==> config.mk <==
export PLATFORM = sky130hd
export DESIGN_NAME = mp_addr_filter
export DESIGN_NICKNAME = d
export VERILOG_FILES = /design/src/rtl/mp_filter_pkg.sv /design/src/rtl/mp_addr_regs.sv /design/src/rtl/mp_addr_cmp.sv /design/src/rtl/mp_accept_ctl.sv /design/src/rtl/mp_addr_filter.sv
export SDC_FILE = /design/constraint.sdc
export NUM_CORES = 1
export LEC_CHECK = 0
export CAP_MARGIN = 5
export CORE_ASPECT_RATIO = 0.75
export CORE_MARGIN = 2
export CORE_UTILIZATION = 39
export CTS_CLUSTER_SIZE = 14
export DETAILED_ROUTE_END_ITERATION = 10
export PLACE_DENSITY = 0.8
export SYNTH_ARGS = -nofsm -noshare
export SYNTH_HDL_FRONTEND = slang
export SYNTH_SLANG_ARGS = --single-unit
==> constraint.sdc <==
create_clock -name clk -period 1.2 [get_ports clk]
set_input_delay 0.36 -clock clk [delete_from_list [all_inputs] [get_ports clk]]
set_output_delay 0.36 -clock clk [all_outputs]
set_load 0.01 [all_outputs]
==> src/rtl/mp_filter_pkg.sv <==
package mp_filter_pkg;
   typedef struct packed {
      logic grp;   // group (broadcast) pattern hit
      logic node;  // node pattern hit
   } match_t;

   localparam match_t MATCH_NONE = '{grp: 1'b0, node: 1'b0};
endpackage

==> src/rtl/mp_addr_regs.sv <==
module mp_addr_regs #(
   parameter int DATA_W = 8
) (
   input  logic              clk,
   input  logic              rst_n,
   input  logic              addr_we,
   input  logic [DATA_W-1:0] addr_wdata,
   input  logic              mask_we,
   input  logic [DATA_W-1:0] mask_wdata,
   output logic [DATA_W-1:0] addr_q,
   output logic [DATA_W-1:0] mask_q
);
   // Written values are visible only after the edge, so a comparison
   // in the same cycle still sees the old contents.
   always_ff @(posedge clk or negedge rst_n) begin
      if (!rst_n) begin
         addr_q <= '0;
         mask_q <= '0;
      end else begin
         if (addr_we) addr_q <= addr_wdata;
         if (mask_we) mask_q <= mask_wdata;
      end
   end
endmodule

==> src/rtl/mp_addr_cmp.sv <==
module mp_addr_cmp
   import mp_filter_pkg::*;
#(
   parameter int DATA_W = 8
) (
   input  logic [DATA_W-1:0] addr_q,
   input  logic [DATA_W-1:0] mask_q,
   input  logic [DATA_W-1:0] rx_byte,
   output match_t            hit
);
   logic [DATA_W-1:0] node_ok;
   logic [DATA_W-1:0] grp_ok;
   logic [DATA_W-1:0] grp_pat;

   assign grp_pat = addr_q | mask_q;

   // One slice per bit; both patterns reduce in parallel.
   for (genvar b = 0; b < DATA_W; b++) begin : g_bit
      assign node_ok[b] = !mask_q[b] || (rx_byte[b] == addr_q[b]);
      assign grp_ok[b]  = !grp_pat[b] || rx_byte[b];
   end

   assign hit.node = &node_ok;
   assign hit.grp  = &grp_ok;
endmodule

==> src/rtl/mp_accept_ctl.sv <==
module mp_accept_ctl
   import mp_filter_pkg::*;
(
   input  logic       clk,
   input  logic       rst_n,
   input  logic       rx_valid,
   input  logic       rx_bit9,
   input  match_t     hit,
   output logic       accept,
   output match_t     kind,
   output logic       take
);
   logic any_hit;
   assign any_hit = hit.node | hit.grp;

   always_ff @(posedge clk or negedge rst_n) begin
      if (!rst_n) begin
         accept <= 1'b0;
         kind   <= MATCH_NONE;
         take   <= 1'b0;
      end else begin
         take <= 1'b0;
         if (rx_valid) begin
            if (rx_bit9) begin
               accept <= any_hit;
               kind   <= hit;
               take   <= any_hit;
            end else begin
               take   <= accept;
            end
         end
      end
   end
endmodule

==> src/rtl/mp_addr_filter.sv <==
module mp_addr_filter
   import mp_filter_pkg::*;
#(
   parameter int DATA_W = 8
) (
   input  logic              clk,
   input  logic              rst_n,
   input  logic              addr_we,
   input  logic [DATA_W-1:0] addr_wdata,
   input  logic              mask_we,
   input  logic [DATA_W-1:0] mask_wdata,
   input  logic              rx_valid,
   input  logic [DATA_W-1:0] rx_byte,
   input  logic              rx_bit9,
   output logic              accept,
   output logic [1:0]        match_kind,
   output logic              frame_take
);
   if (DATA_W < 2 || DATA_W > 16) begin : g_bad_width
      $error("mp_addr_filter: DATA_W must be within 2..16");
   end

   logic [DATA_W-1:0] addr_q;
   logic [DATA_W-1:0] mask_q;
   match_t            hit;
   match_t            kind;

   mp_addr_regs #(.DATA_W(DATA_W)) u_regs (
      .clk        (clk),
      .rst_n      (rst_n),
      .addr_we    (addr_we),
      .addr_wdata (addr_wdata),
      .mask_we    (mask_we),
      .mask_wdata (mask_wdata),
      .addr_q     (addr_q),
      .mask_q     (mask_q)
   );

   mp_addr_cmp #(.DATA_W(DATA_W)) u_cmp (
      .addr_q  (addr_q),
      .mask_q  (mask_q),
      .rx_byte (rx_byte),
      .hit     (hit)
   );

   mp_accept_ctl u_ctl (
      .clk      (clk),
      .rst_n    (rst_n),
      .rx_valid (rx_valid),
      .rx_bit9  (rx_bit9),
      .hit      (hit),
      .accept   (accept),
      .kind     (kind),
      .take     (frame_take)
   );

   assign match_kind = kind;
endmodule

==> results of run 1 <==
cells in the final DEF (no fill, tap or decap), types with 2 or more instances in the layout:
cell type,synthesis,layout
clkdlybuf4s50_1,0,25
dfrtp_1,20,20
mux2_2,16,16
buf_4,0,16
xor2_1,8,8
nor2_1,5,5
a22oi_1,4,4
dlygate4sd2_1,0,4
buf_2,0,4
nand2_1,3,3
clkbuf_4,0,3
buf_12,0,3
o21bai_1,3,2
o22ai_1,2,2
o21ai_1,2,2
through the flow:
step                      setup WS (ns)  utilization, %  setup TNS (ns)
after global routing             -0.254            67.1           -1.03
after detailed placement         -0.581            63.0           -6.19
final                            -0.192            67.1          -0.560
after floorplan                  0.0190               -               0
after global placement           -0.490            63.0           -5.84
after CTS                        -0.217            66.1          -0.741
routing by layer:
| layer | global-route usage, % | routed length (microns) |
|---|---|---|
| met5 | 0 | 0 |
| met4 | 6.67 | 19 |
| met3 | 6.46 | 168 |
| met2 | 33.9 | 1160 |
| met1 | 22.0 | 958 |
critical path, stage by stage, from the launching register on:
cell,delay (ns)
dfrtp_1,0.41
o21bai_1,0.21
o2111ai_2,0.13
or3_4,0.36
a31oi_1,0.19
logic make-up (layout without fill, tap and decap cells):
group,after synthesis,in the layout,synth area share [%]
compound gates,16,16,12.6
flops,20,20,54.3
mux,16,16,19.5
simple gates,10,10,5.16
buf+inv,2,57,0.814
xor+xnor,8,8,7.60
report_power, final:
part	switching (W)	internal, W	total [W]
logic	0.000157	0.000288	0.000445
registers	0.0000503	0.000743	0.000793
clock network	0.000224	0.000338	0.000562
flip-flops by register name, indices dropped and copies added (netlist names):
name and cells:
u_regs.addr_q 8, u_ctl.take 1, u_ctl.kind 2, u_ctl.accept 1
u_regs.mask_q 8
worst max-delay path by stage:
stage                                start         end  slack [ns]  cells after the start
final                     u_regs.addr_q[2]  u_ctl.take       -0.19                      4
after global placement          rx_byte[6]  u_ctl.take       -0.49                      5
after floorplan           u_regs.mask_q[6]  u_ctl.take        0.02                      4
after detailed placement        rx_byte[3]  u_ctl.take       -0.58                      5
after CTS                 u_regs.mask_q[2]  u_ctl.take       -0.22                      4
after global routing      u_regs.addr_q[3]  u_ctl.take       -0.25                      4
what timing repair did:
| action | CTS | global route |
|---|---|---|
| gates resized for setup | 23 | 0 |
| setup endpoints to repair | 8 | 8 |
| pin swaps | 9 | 8 |
| setup buffers | 3 | 3 |
area by class of cell:
class / instances / area share, %
clock inverter: 1 / 1.97
timing repair buffer: 53 / 32.6
multi-input combinational: 50 / 28.3
tap: 34 / 2.79
sequential: 20 / 32.8
clock buffer: 3 / 1.48
==> reports/metrics.csv, run 1 <==
metric,value,unit
Post-Syn Nets,102,
R2R cell count,4,
FILL cells,180,
Tightest Hold Check Type,primary input to async pin,
die width,60.1,microns
Netlist Area Pre-Place,922,sq um
Max VDD drop,0.709,mV
clk_skew,0.00482,ns
Synth area leaders,"dfrtp_1 (54%), mux2_2 (20%), xor2_1 (7.6%)",
Worst-path clk slew,0.12,ns
Worst Path Arrival,1.63,ns
Reg area,500,sq um
boundary pin count,34,
largest net degree at the start of global routing,21,
WHS,0.380,ns
CTS Buf Count,3,
gr ovfl total,0,
root buf cell,clkbuf_4,
worst skew pair latency,0.31,ns
first-pass GRT wire length,3710,microns
CTS tree,built,
number of port buffers,33,
final setup margin,-0.192,ns
DRC,0,
most frequent cell after synthesis,dfrtp_1,
Initial DRC Count,22,
Yosys top cell area share,54.3,%
RSZ-0062 raised after global routing,true,
GP Congestion,0.755,
final period utilization,116,%
RR Startpoint,u_regs.addr_q[2],
share of flip-flops with an asynchronous set or reset,100,%
FMAX,719,MHz
"non-filler cells, final",161,
status,"finished, violations left",
Vias,791,
Synth Flop Type,dfrtp_1,
area delta synth->final,65.3,%
register bit total from synthesis,20,
worst slew pin tran,0.207,ns
Post-synth top cells,"dfrtp_1 (20), mux2_2 (16), xor2_1 (8)",
final slew viol count,0,
Mean Syn Cell Area,12.8,sq um
H-tree Lvls,1,
Startpoint Class,flip-flop,
CORE AREA,0.00227,sq mm
CTS hold repair buffers,0,
# setup viols final,6,
GR Util All Layers,19.2,%
clock sink count,20,
Post-Syn Instances,72,
Yosys top cell by area,dfrtp_1,
nets,158,
post-detail-place hpwl,1660,microns
reg-to-reg endpoint,u_ctl.take,
violated checks,setup timing,
CP Data Required Time,1.43,ns
placed cells,151,
DRT Wirelength,2300,microns
Fin. Hold Viols,0,
worst-path maximum fanout,3,
Pwr Total,0.00180,W
post-route cell area,0.00152,sq mm
leakage power,0.667,nW
via density per instance,4.91,
Yosys cell types,17,
Rows,15,
DRT Pass-1 Iters,4,
Worst slew margin,86.2,%
drt wl/cell,14.3,microns
number of synthesized flops with an enable pin,0,
Initial Util,40.6,%
multi-input logic area,432,sq um
vias in the first global route,806,
fin crit period,1.39,ns
Cell Pwr Density,1180,mW/mm^2
"Cell Area, Placed",0.00143,sq mm
register area share after synthesis,54.3,%
yosys warns,0,
share of cells above drive strength 1,37.8,%
Die ar.,0.00277,sq mm
CP Capture Type,flip-flop,
diode count,0,
Max Buffers Root-to-Sink,2,
DRT antenna net count,0,
"reg-to-reg slack, setup",-0.19,ns
initial antenna violation count,0,
Max Cap Viol,0,
die height,46.1,microns
critical path class,flip-flop to flip-flop,
(Power assumes the default switching activity.)
==> inputs of run 2 (changes only) <==
- ABC_AREA: not set -> 0
==> results of run 2 <==
Same layout as run 1: the final DEF is identical, and so are final timing and power.
==> inputs of run 3 (changes only) <==
==> constraint.sdc (replaced) <==
create_clock -name clk -period 1.2 [get_ports clk]
set_input_delay 0.24 -clock clk [delete_from_list [all_inputs] [get_ports clk]]
set_output_delay 0.24 -clock clk [all_outputs]
set_load 0.01 [all_outputs]
==> run 3 against run 2 <==
Against the previous run: the run still ends with setup timing left; clock skew grew 0.0043 ns; sequential power is essentially flat; critical endpoint unchanged; maximum frequency grew 9.7%; largest power group unchanged; critical path type unchanged; critical path depth is the same; clock-buffer cell count grew 1; hold slack lost 0.11 ns; clock power shrank 31%.
==> reports/metrics.csv, run 3 (synthesis gave the netlist of run 1 again) <==
metric,value,unit
largest registers,"u_regs.addr_q (8), u_regs.mask_q (8), u_ctl.kind (2)",
Fin. Hold Viols,0,
initial antenna violation count,0,
placed cells,149,
FMAX,789,MHz
"Cell Area, Placed",0.00140,sq mm
die width,60.1,microns
drt wl/cell,13.3,microns
Cell Pwr Density,1090,mW/mm^2
worst skew pair latency,0.30,ns
Startpoint Class,flip-flop,
CTS hold repair buffers,0,
slowest cell on the critical path,dfrtp_1,
DP Worst Slack,-0.395,ns
CTS Buf Count,3,
GR Util All Layers,16.4,%
RSZ-0062 raised after global routing,true,
Worst Path Arrival,1.50,ns
RR Startpoint,u_regs.addr_q[6],
nets,152,
"non-filler cells, final",155,
Comb pwr share,24.8,%
largest net degree at the start of global routing,21,
post-detail-place hpwl,1590,microns
internal power,0.00118,W
DRC,0,
CTS tree,built,
clock sink count,20,
share of cells above drive strength 1,31.4,%
leakage power,0.614,nW
clk_skew,0.00910,ns
Rows,15,
vias in the first global route,690,
NetSw,0.000388,W
Sw Ratio,24.7,%
H-tree Lvls,1,
"commonest non-fill, non-tap cell in the layout",clkdlybuf4s50_1,
Vias,755,
CORE AREA,0.00227,sq mm
worst-path maximum fanout,3,
setup_tns,-0.209,ns
die height,46.1,microns
boundary pin count,34,
critical-path cell list,"o21bai_1, o2111ai_1, or3_4, a31oi_1",
CP Data Required Time,1.43,ns
DRT Pass-1 Iters,5,
final core occ,63.6,%
critical path class,flip-flop to flip-flop,
violated checks,setup timing,
status,"finished, violations left",
Initial Util,40.6,%
"reg-to-reg slack, setup",-0.07,ns
most frequent cells in the layout,"clkdlybuf4s50_1 (29), dfrtp_1 (20), mux2_2 (16), buf_4 (12), xor2_1 (8)",
worst slew pin tran,0.258,ns
Max Buffers Root-to-Sink,2,
number of port buffers,33,
root buf cell,clkbuf_4,
CP Capture Type,flip-flop,
final slew viol count,0,
clock share of power,24.7,%
Initial DRC Count,16,
post-route cell area,0.00144,sq mm
DRT Wirelength,2070,microns
"Largest stage delay, worst path",0.42,ns
area delta synth->final,56.6,%
# setup viols final,4,
Reg power frac,50.6,%
gr ovfl total,0,
CP startpoint,u_regs.addr_q[6],
final setup margin,-0.0682,ns
Tightest Hold Check Type,primary input to async pin,
fin crit period,1.27,ns
Max Cap Viol,0,
Die ar.,0.00277,sq mm
Worst-path clk slew,0.11,ns
DRT antenna net count,0,
GP Congestion,0.748,
via density per instance,4.87,
Worst slew margin,82.8,%
Max VDD drop,0.457,mV
diode count,0,
final period utilization,106,%
first-pass GRT wire length,3210,microns
run 3: area by class of cell:
| cell class | count | area [sq um] |
|---|---|---|
| clock buffer | 4 | 36.3 |
| timing repair buffer | 47 | 450 |
| tap | 34 | 42.5 |
| multi-input combinational | 50 | 414 |
| sequential | 20 | 500 |
| fill | 177 | 827 |
run 3: what timing repair did:
action,in CTS,in global routing
buffers inserted,2,0
pin swaps,8,5
gates resized for setup,9,2
setup endpoints to repair,8,6
run 3: stage by stage:
stage,hold slack [ns],power [W]
2_1_floorplan,-0.0556,0.000957
3_3_place_gp,0.476,0.00119
3_5_place_dp,0.486,0.00120
4_1_cts,0.273,0.00159
5_1_grt,0.271,0.00165
6_report,0.268,0.00157
run 3: worst paths after layout:
path                       cells past startpoint               end
min in group clk                               2  u_regs.mask_q[0]
setup / recovery                               4        u_ctl.take
max in group asynchronous                      2  u_regs.addr_q[5]
hold reg to reg                                1  u_regs.addr_q[7]
hold / removal                                 2        u_ctl.take
setup reg to reg                               4        u_ctl.take
run 3: power by group through the flow:
stage | Clock [W] | Sequential [W] | Combinational (W)
4_1_cts | 0.000400 | 0.000793 | 0.000394
2_1_floorplan | 0 | 0.000807 | 0.000150
3_3_place_gp | 0 | 0.000801 | 0.000385
3_5_place_dp | 0 | 0.000806 | 0.000393
5_1_grt | 0.000430 | 0.000802 | 0.000422
6_report | 0.000387 | 0.000792 | 0.000388
run 3: per-layer routing:
metal / global-route usage [%] / share of wire (%) / routed length [microns] / up-vias
li1: - / - / - / 361
met1: 20.6 / 42 / 867 / 365
met2: 27.0 / 49 / 1010 / 27
met3: 6.46 / 8.8 / 181 / 2
met4: 4.00 / 0.39 / 8 / 0
met5: 0 / 0 / 0 / -
run 3: critical path: cells and delay by family (launching register included):
kind | cells | cell delay [ns]
flops | 1 | 0.42
simple gates | 1 | 0.36
compound gates | 3 | 0.43
